--- src/rtl/gpio_irq_pkg.sv ---
package gpio_irq_pkg;
  localparam int NPORT = 3;
  localparam int PW    = 8;

  typedef enum logic [3:0] {
    RK_NONE, RK_DATA, RK_DIR, RK_EDGE, RK_POL, RK_ACK, RK_EN, RK_DB, RK_STAT
  } reg_kind_e;

  typedef struct packed {
    logic [1:0] port;
    reg_kind_e  kind;
  } reg_sel_t;

  function automatic reg_sel_t decode_addr(input logic [7:0] a);
    reg_sel_t r;
    r = '{port: 2'd0, kind: RK_NONE};
    case (a)
      8'h00: r = '{port: 2'd0, kind: RK_DATA};
      8'h10: r = '{port: 2'd0, kind: RK_DIR};
      8'h90: r = '{port: 2'd0, kind: RK_EDGE};
      8'h94: r = '{port: 2'd0, kind: RK_POL};
      8'h98: r = '{port: 2'd0, kind: RK_ACK};
      8'h9C: r = '{port: 2'd0, kind: RK_EN};
      8'hA8: r = '{port: 2'd0, kind: RK_DB};
      8'hA0: r = '{port: 2'd0, kind: RK_STAT};
      8'h04: r = '{port: 2'd1, kind: RK_DATA};
      8'h14: r = '{port: 2'd1, kind: RK_DIR};
      8'hAC: r = '{port: 2'd1, kind: RK_EDGE};
      8'hB0: r = '{port: 2'd1, kind: RK_POL};
      8'hB4: r = '{port: 2'd1, kind: RK_ACK};
      8'hB8: r = '{port: 2'd1, kind: RK_EN};
      8'hC4: r = '{port: 2'd1, kind: RK_DB};
      8'hBC: r = '{port: 2'd1, kind: RK_STAT};
      8'h30: r = '{port: 2'd2, kind: RK_DATA};
      8'h34: r = '{port: 2'd2, kind: RK_DIR};
      8'h4C: r = '{port: 2'd2, kind: RK_EDGE};
      8'h50: r = '{port: 2'd2, kind: RK_POL};
      8'h54: r = '{port: 2'd2, kind: RK_ACK};
      8'h58: r = '{port: 2'd2, kind: RK_EN};
      8'h64: r = '{port: 2'd2, kind: RK_DB};
      8'h5C: r = '{port: 2'd2, kind: RK_STAT};
      default: r = '{port: 2'd0, kind: RK_NONE};
    endcase
    return r;
  endfunction
endpackage

--- src/rtl/gpio_irq_debounce.sv ---
module gpio_irq_debounce #(
  parameter int W        = 8,
  parameter int DB_COUNT = 4
) (
  input  logic         clk,
  input  logic         rst_n,
  input  logic         tick,
  input  logic [W-1:0] db_en,
  input  logic [W-1:0] din,
  output logic [W-1:0] dout
);
  localparam int CW = $clog2(DB_COUNT + 1);

  for (genvar i = 0; i < W; i++) begin : g_pin
    logic [CW-1:0] cnt;
    always_ff @(posedge clk or negedge rst_n) begin
      if (!rst_n) begin
        dout[i] <= 1'b0;
        cnt     <= '0;
      end else if (!db_en[i]) begin
        dout[i] <= din[i];
        cnt     <= '0;
      end else if (tick) begin
        if (din[i] == dout[i]) begin
          cnt <= '0;
        end else if (cnt == CW'(DB_COUNT - 1)) begin
          dout[i] <= din[i];
          cnt     <= '0;
        end else begin
          cnt <= cnt + 1'b1;
        end
      end
    end

    // filtered level only moves on a sample tick
    assert_db_tick_R8: assert property (@(posedge clk) disable iff (!rst_n)
      (db_en[i] && !tick) |=> (dout[i] == $past(dout[i])));
  end
endmodule

--- src/rtl/gpio_irq_port.sv ---
module gpio_irq_port
  import gpio_irq_pkg::*;
#(
  parameter int DB_COUNT = 4
) (
  input  logic          clk,
  input  logic          rst_n,
  input  logic          tick,
  input  logic          sel_hit,
  input  logic          wr,
  input  reg_kind_e     kind,
  input  logic [PW-1:0] wdata,
  output logic [PW-1:0] rd_data,
  input  logic [PW-1:0] pad_in,
  output logic [PW-1:0] pad_out,
  output logic [PW-1:0] pad_oe,
  output logic [PW-1:0] status
);
  logic [PW-1:0] data_q, dir_q, edge_q, pol_q, en_q, db_q;
  logic [PW-1:0] s1, s2, filt, prev, pend;
  logic [PW-1:0] set_evt, ack, level_hit;
  logic          we;

  assign we = sel_hit && wr;

  always_ff @(posedge clk or negedge rst_n) begin
    if (!rst_n) begin
      data_q <= '0; dir_q <= '0; edge_q <= '0;
      pol_q  <= '0; en_q  <= '0; db_q   <= '0;
    end else if (we) begin
      case (kind)
        RK_DATA: data_q <= wdata;
        RK_DIR:  dir_q  <= wdata;
        RK_EDGE: edge_q <= wdata;
        RK_POL:  pol_q  <= wdata;
        RK_EN:   en_q   <= wdata;
        RK_DB:   db_q   <= wdata;
        default: ;
      endcase
    end
  end

  always_ff @(posedge clk or negedge rst_n) begin
    if (!rst_n) begin
      s1 <= '0; s2 <= '0;
    end else begin
      s1 <= pad_in; s2 <= s1;
    end
  end

  gpio_irq_debounce #(.W(PW), .DB_COUNT(DB_COUNT)) u_db (
    .clk(clk), .rst_n(rst_n), .tick(tick),
    .db_en(db_q), .din(s2), .dout(filt)
  );

  assign set_evt   = en_q & edge_q & ((pol_q & filt & ~prev) | (~pol_q & ~filt & prev));
  assign ack       = (we && kind == RK_ACK) ? wdata : '0;
  assign level_hit = ~edge_q & ~(filt ^ pol_q);
  assign status    = en_q & (pend | level_hit);

  always_ff @(posedge clk or negedge rst_n) begin
    if (!rst_n) begin
      prev <= '0;
      pend <= '0;
    end else begin
      prev <= filt;
      pend <= ((pend & ~ack) | set_evt) & en_q & edge_q;
    end
  end

  always_comb begin
    case (kind)
      RK_DATA: rd_data = (data_q & dir_q) | (s2 & ~dir_q);
      RK_DIR:  rd_data = dir_q;
      RK_EDGE: rd_data = edge_q;
      RK_POL:  rd_data = pol_q;
      RK_EN:   rd_data = en_q;
      RK_DB:   rd_data = db_q;
      RK_STAT: rd_data = status;
      default: rd_data = '0;
    endcase
  end

  assign pad_out = data_q;
  assign pad_oe  = dir_q;

  for (genvar i = 0; i < PW; i++) begin : g_chk
    assert_pend_src_R2: assert property (@(posedge clk) disable iff (!rst_n)
      (!pend[i] && !set_evt[i]) |=> !pend[i]);
    assert_pend_hold_R4: assert property (@(posedge clk) disable iff (!rst_n)
      (pend[i] && !ack[i] && en_q[i] && edge_q[i]) |=> pend[i]);
    assert_ack_clear_R4: assert property (@(posedge clk) disable iff (!rst_n)
      (ack[i] && !set_evt[i]) |=> !pend[i]);
  end
endmodule

--- src/rtl/gpio_irq_ctrl.sv ---
module gpio_irq_ctrl
  import gpio_irq_pkg::*;
#(
  parameter int TICK_DIV = 4,
  parameter int DB_COUNT = 4
) (
  input  logic                clk,
  input  logic                rst_n,
  input  logic                bus_valid,
  output logic                bus_ready,
  input  logic                bus_write,
  input  logic [7:0]          bus_addr,
  input  logic [7:0]          bus_wdata,
  output logic                rsp_valid,
  output logic [7:0]          rsp_data,
  input  logic [NPORT*PW-1:0] pin_in,
  output logic [NPORT*PW-1:0] pin_out,
  output logic [NPORT*PW-1:0] pin_oe,
  output logic                irq_ab,
  output logic [PW-1:0]       irq_f
);
  localparam int TW = $clog2(TICK_DIV + 1);

  reg_sel_t      sel;
  logic [TW-1:0] tcnt;
  logic          tick;
  logic [PW-1:0] prd  [NPORT];
  logic [PW-1:0] stat [NPORT];
  logic [PW-1:0] rd_mux;

  assign bus_ready = 1'b1;
  assign sel       = decode_addr(bus_addr);
  assign tick      = (tcnt == TW'(TICK_DIV - 1));

  always_ff @(posedge clk or negedge rst_n) begin
    if (!rst_n)    tcnt <= '0;
    else if (tick) tcnt <= '0;
    else           tcnt <= tcnt + 1'b1;
  end

  for (genvar p = 0; p < NPORT; p++) begin : g_port
    gpio_irq_port #(.DB_COUNT(DB_COUNT)) u_port (
      .clk(clk), .rst_n(rst_n), .tick(tick),
      .sel_hit(bus_valid && sel.kind != RK_NONE && sel.port == 2'(p)),
      .wr(bus_write), .kind(sel.kind), .wdata(bus_wdata),
      .rd_data(prd[p]),
      .pad_in(pin_in[p*PW +: PW]),
      .pad_out(pin_out[p*PW +: PW]),
      .pad_oe(pin_oe[p*PW +: PW]),
      .status(stat[p])
    );
  end

  always_comb begin
    case (sel.port)
      2'd0:    rd_mux = prd[0];
      2'd1:    rd_mux = prd[1];
      2'd2:    rd_mux = prd[2];
      default: rd_mux = '0;
    endcase
    if (sel.kind == RK_NONE) rd_mux = '0;
  end

  always_ff @(posedge clk or negedge rst_n) begin
    if (!rst_n) begin
      rsp_valid <= 1'b0;
      rsp_data  <= '0;
    end else begin
      rsp_valid <= bus_valid && !bus_write;
      rsp_data  <= (bus_valid && !bus_write) ? rd_mux : '0;
    end
  end

  assign irq_ab = |stat[0] | |stat[1];
  assign irq_f  = stat[2];

  assert_rsp_next_R11: assert property (@(posedge clk) disable iff (!rst_n)
    (bus_valid && !bus_write) |=> rsp_valid);
  assert_rsp_none_R11: assert property (@(posedge clk) disable iff (!rst_n)
    !(bus_valid && !bus_write) |=> !rsp_valid);
endmodule

--- config.mk ---
export PLATFORM = sky130hd
export DESIGN_NAME = gpio_irq_ctrl
export DESIGN_NICKNAME = d
export VERILOG_FILES = /design/src/rtl/gpio_irq_pkg.sv /design/src/rtl/gpio_irq_debounce.sv /design/src/rtl/gpio_irq_port.sv /design/src/rtl/gpio_irq_ctrl.sv
export SDC_FILE = /design/constraint.sdc
export NUM_CORES = 1
export LEC_CHECK = 0
export BUFFER_PORTS_ARGS = -buffer_cell sky130_fd_sc_hd__buf_2
export CAP_MARGIN = 20
export CORE_MARGIN = 2
export CORE_UTILIZATION = 60
export DETAILED_ROUTE_END_ITERATION = 8
export PLACE_DENSITY = 0.85
export SETUP_SLACK_MARGIN = 0.05
export SLEW_MARGIN = 20
export SYNTH_ARGS = -nofsm -noshare
export SYNTH_HDL_FRONTEND = slang
export SYNTH_SLANG_ARGS = --single-unit
--- constraint.sdc ---
create_clock -name clk -period 3 [get_ports clk]
set_input_delay 0.3 -clock clk [delete_from_list [all_inputs] [get_ports clk]]
set_output_delay 0.3 -clock clk [all_outputs]
set_load 0.03 [all_outputs]
==> summary.txt <==
Outcome
  • Status: finished, final reports clean

Die
  • Die W: about 170 um
  • Chip height: 172 um
  • Row count: 61
  • Core ar.: 0.0277 mm2
  • Die area: 0.0294 mm2
  • IO Pins: 111
  • Initial cell density of the core: 60.8%

Clocking
  • CTS tree: yes
  • Post-CTS sizing: 0
  • CTS Sinks: 348
  • Worst-path clk slew: 0.06 ns
  • Clock Latency Late Sink: 0.53 ns
  • CTS root buffer: clkbuf_16
  • Htree depth: 2
  • Total CTS buffers: 36
  • CTS Buffer Depth: 3

Global route
  • Vias in the first global route: 13.5k
  • Antenna violations before repair: 1
  • Total gr overflow: 0
  • First-pass GRT wire length: 76600 um
  • Largest net degree at the start of global routing: 70
  • GRT Total Usage: 34.4%

Routing
  • Routed length per instance: 23.4 um
  • Initial DRC Count: 1446
  • Drt first pass iters: 7
  • Vias after detailed routing: about 13k
  • Drc violations: 0
  • Total Wirelength: 49900 um
  • Remaining antenna violation count: 0
  • DR vias/cell: 6.28

Setup path
  • Worst setup EP type: primary output
  • RR Endpoint: rsp_data[1]$_DFF_PN0_
  • Worst reg-to-reg path cell count: 8
  • Crit start category: register
  • Data arrival time of the worst path: 2.47 ns
  • CP required: 2.70 ns
  • Reg2reg start: g_port[1].u_port.u_db.dout[1]$_DFFE_PN0P_
  • R2R setup slack: between 0.4 and 0.5 ns
  • CP Class: register to primary output
  • CP Max Fanout: 4

Synth
  • Yosys reg bits: 348
  • Mapped Area: 0.0169 mm2
  • Register area share after synthesis: roughly half
  • Synth Flop Type: dfrtp_1
  • Post-Syn Nets: between 1.5k and 2k
  • Most frequent cell after synthesis: dfrtp_1
  • EDFF count, synth: 0
  • Top cells by area, synth: dfrtp_1 52%, mux2_2 6.7%, ha_1 5.4%
  • Mapped Cells: 1534
  • Post-synthesis async set-or-reset flop share: 100%
  • Synth warn: 0
  • Post-synth top area cell: dfrtp_1
  • Count of cell types in the netlist: 87
  • Syn avg cell area: ~11 um2
  • Commonest cells post-synth: 348 x dfrtp_1, 160 x nand2_1, 146 x o21ai_0
  • Share of the synthesized area in the top cell type: 51.7%

Cells and area
  • Final Non-Filler Cells: 2135
  • Share of cells above drive strength 1: around 23%
  • Register area: 0.00871 mm2
  • Post-route cell area: 0.0198 mm2
  • Max reg flops: 72
  • Filler cells: 1875
  • P&R area growth vs syn: 17.8%
  • Biggest register: g_port.u_port.u_db.g_pin.cnt
  • Area of the multi-input gates: 0.00760 mm2
  • Fin nets: 1853

Timing
  • Fin Clk Skew: 0.0167 ns
  • Maximum clock frequency: ~360 MHz
  • Post-layout min period: 2.77 ns
  • Rel. slew slack: between 50% and 60%
  • Final period utilization: 92.4%
  • Slew @ Worst Pin: around 0.7 ns
  • Final hold slack: 0.195 ns
  • Pins Over Slew Limit: 0
  • RSZ-0062 raised after global routing: false
  • Final Hold Vio Count: 0
  • Final setup fails: 0

Pwr
  • Net Switching: 2.37 mW
  • Comb power frac: 6.2%
  • Leak Pwr: 9.37 nW
  • Peak supply drop: 0.000458 V
  • Sequential power share: 48.4%
  • Clk pwr share: 45.3%
  • Sw frac: about a quarter
  • Power consumption: 10.0 mW
  • Cell Pwr Density: 506 mW/mm2
  • Internal power: 7.67 mW

Placed design
  • DP Cell Count: around 2.1k
  • Placed Area: around 0.018 mm2
  • Routability Congestion: 0.965
  • Buffers on Ports: 109
  • HPWL Detailed: roughly 35000 um

Worst hold path
  • Hold path depth: 3
  • Worst Hold Launch: bus_wdata[3]
  • Worst hold endpoint: g_port[0].u_port.pol_q[3]$_DFFE_PN0P_
  • Min-Delay Path Class: input pin to register

Run
  • Max Cap Viol: 0
## per-stage QoR
stage	setup slack (ns)	util (%)	setup TNS (ns)
2_1_floorplan	0.474	-	0
3_3_place_gp	-0.0813	66.5	-0.373
3_5_place_dp	-0.0771	66.5	-0.613
4_1_cts	0.285	71.6	0
5_1_grt	0.0775	71.6	0
6_report	0.229	71.6	0
## logic make-up (layout without fill, tap and decap cells)
group	count (synthesis)	after routing	share of synthesized area, %
and+or+nand+nor	456	456	14.6
other	1	3	0.0223
adders and majority gates	73	73	5.42
DFF	348	348	51.7
AOI/OAI and AO/OA	350	350	13.7
muxes	153	153	9.89
buffers and inverters	127	348	3.31
xor gates and xnor gates	26	26	1.35
## worst max-delay path, cell delays in order (launching register included)
cell and delay [ns]:
dfrtp_1 0.41, inv_1 0.09, ha_1 0.30, nor2_1 0.04, o21ai_0 0.44, nand4_1 0.16
nor2_1 0.17, nand2_1 0.13, buf_2 0.20
## worst max-delay path by stage
stage	from	to	slack [ns]	cells after the start
2_1_floorplan	bus_addr[3]	rsp_data[5]$_DFF_PN0_	0.47	10
3_3_place_gp	bus_addr[5]	rsp_data[1]$_DFF_PN0_	-0.08	12
3_5_place_dp	bus_addr[6]	g_port[0].u_port.db_q[7]$_DFFE_PN0P_	-0.08	10
4_1_cts	g_port[1].u_port.u_db.dout[1]$_DFFE_PN0P_	irq_ab	0.29	8
5_1_grt	g_port[0].u_port.u_db.dout[5]$_DFFE_PN0P_	irq_ab	0.08	8
6_report	g_port[0].u_port.u_db.dout[5]$_DFFE_PN0P_	irq_ab	0.23	8
## cell usage in the layout (no fill, tap or decap), types with 48 or more instances in the layout
master   netlist  routed
dfrtp_1      348     348
nor2_1        52      52
nand2_1      160     160
mux2_2       101     101
buf_4          9      76
buf_2         14     108
o21ai_0      146     146
ha_1          73      73
mux2i_1       48      48
inv_1         68      68
nor2b_1       56      55
## timing repair
item	4_1_cts	5_1_grt
endpoints found under the hold margin	85	0
hold buffers	25	0
setup buffers	0	0
## per-layer routing
| metal | track usage [%] | up-vias | share of wire, % |
|---|---|---|---|
| met4 | 16.5 | 0 | 5.3 |
| met2 | 55.7 | 725 | 47 |
| met3 | 6.44 | 182 | 9.2 |
| met1 | 44.8 | 6639 | 39 |
| li1 | - | 5858 | - |
| met5 | 0 | - | 0 |
## power groups by stage
stage	logic, mW	registers (mW)	clock network, mW
final	0.624	4.86	4.55
after global routing	0.678	4.87	4.75
after CTS	0.620	4.86	4.56
after detailed placement	0.586	4.94	0
after global placement	0.577	4.94	0
after floorplan	0.270	4.94	0
## cell type report
cell class | instances | share of cell area [%]
well taps | 378 | 2.38
diodes | 2 | 0.0252
flip-flops and latches | 348 | 43.9
repair buffers | 223 | 8.25
clock inverters | 13 | 0.939
inverters | 68 | 1.29
multi-input cells | 1059 | 38.3
clock buffers | 44 | 4.94
Note: power is estimated with default switching activity, not from simulation.
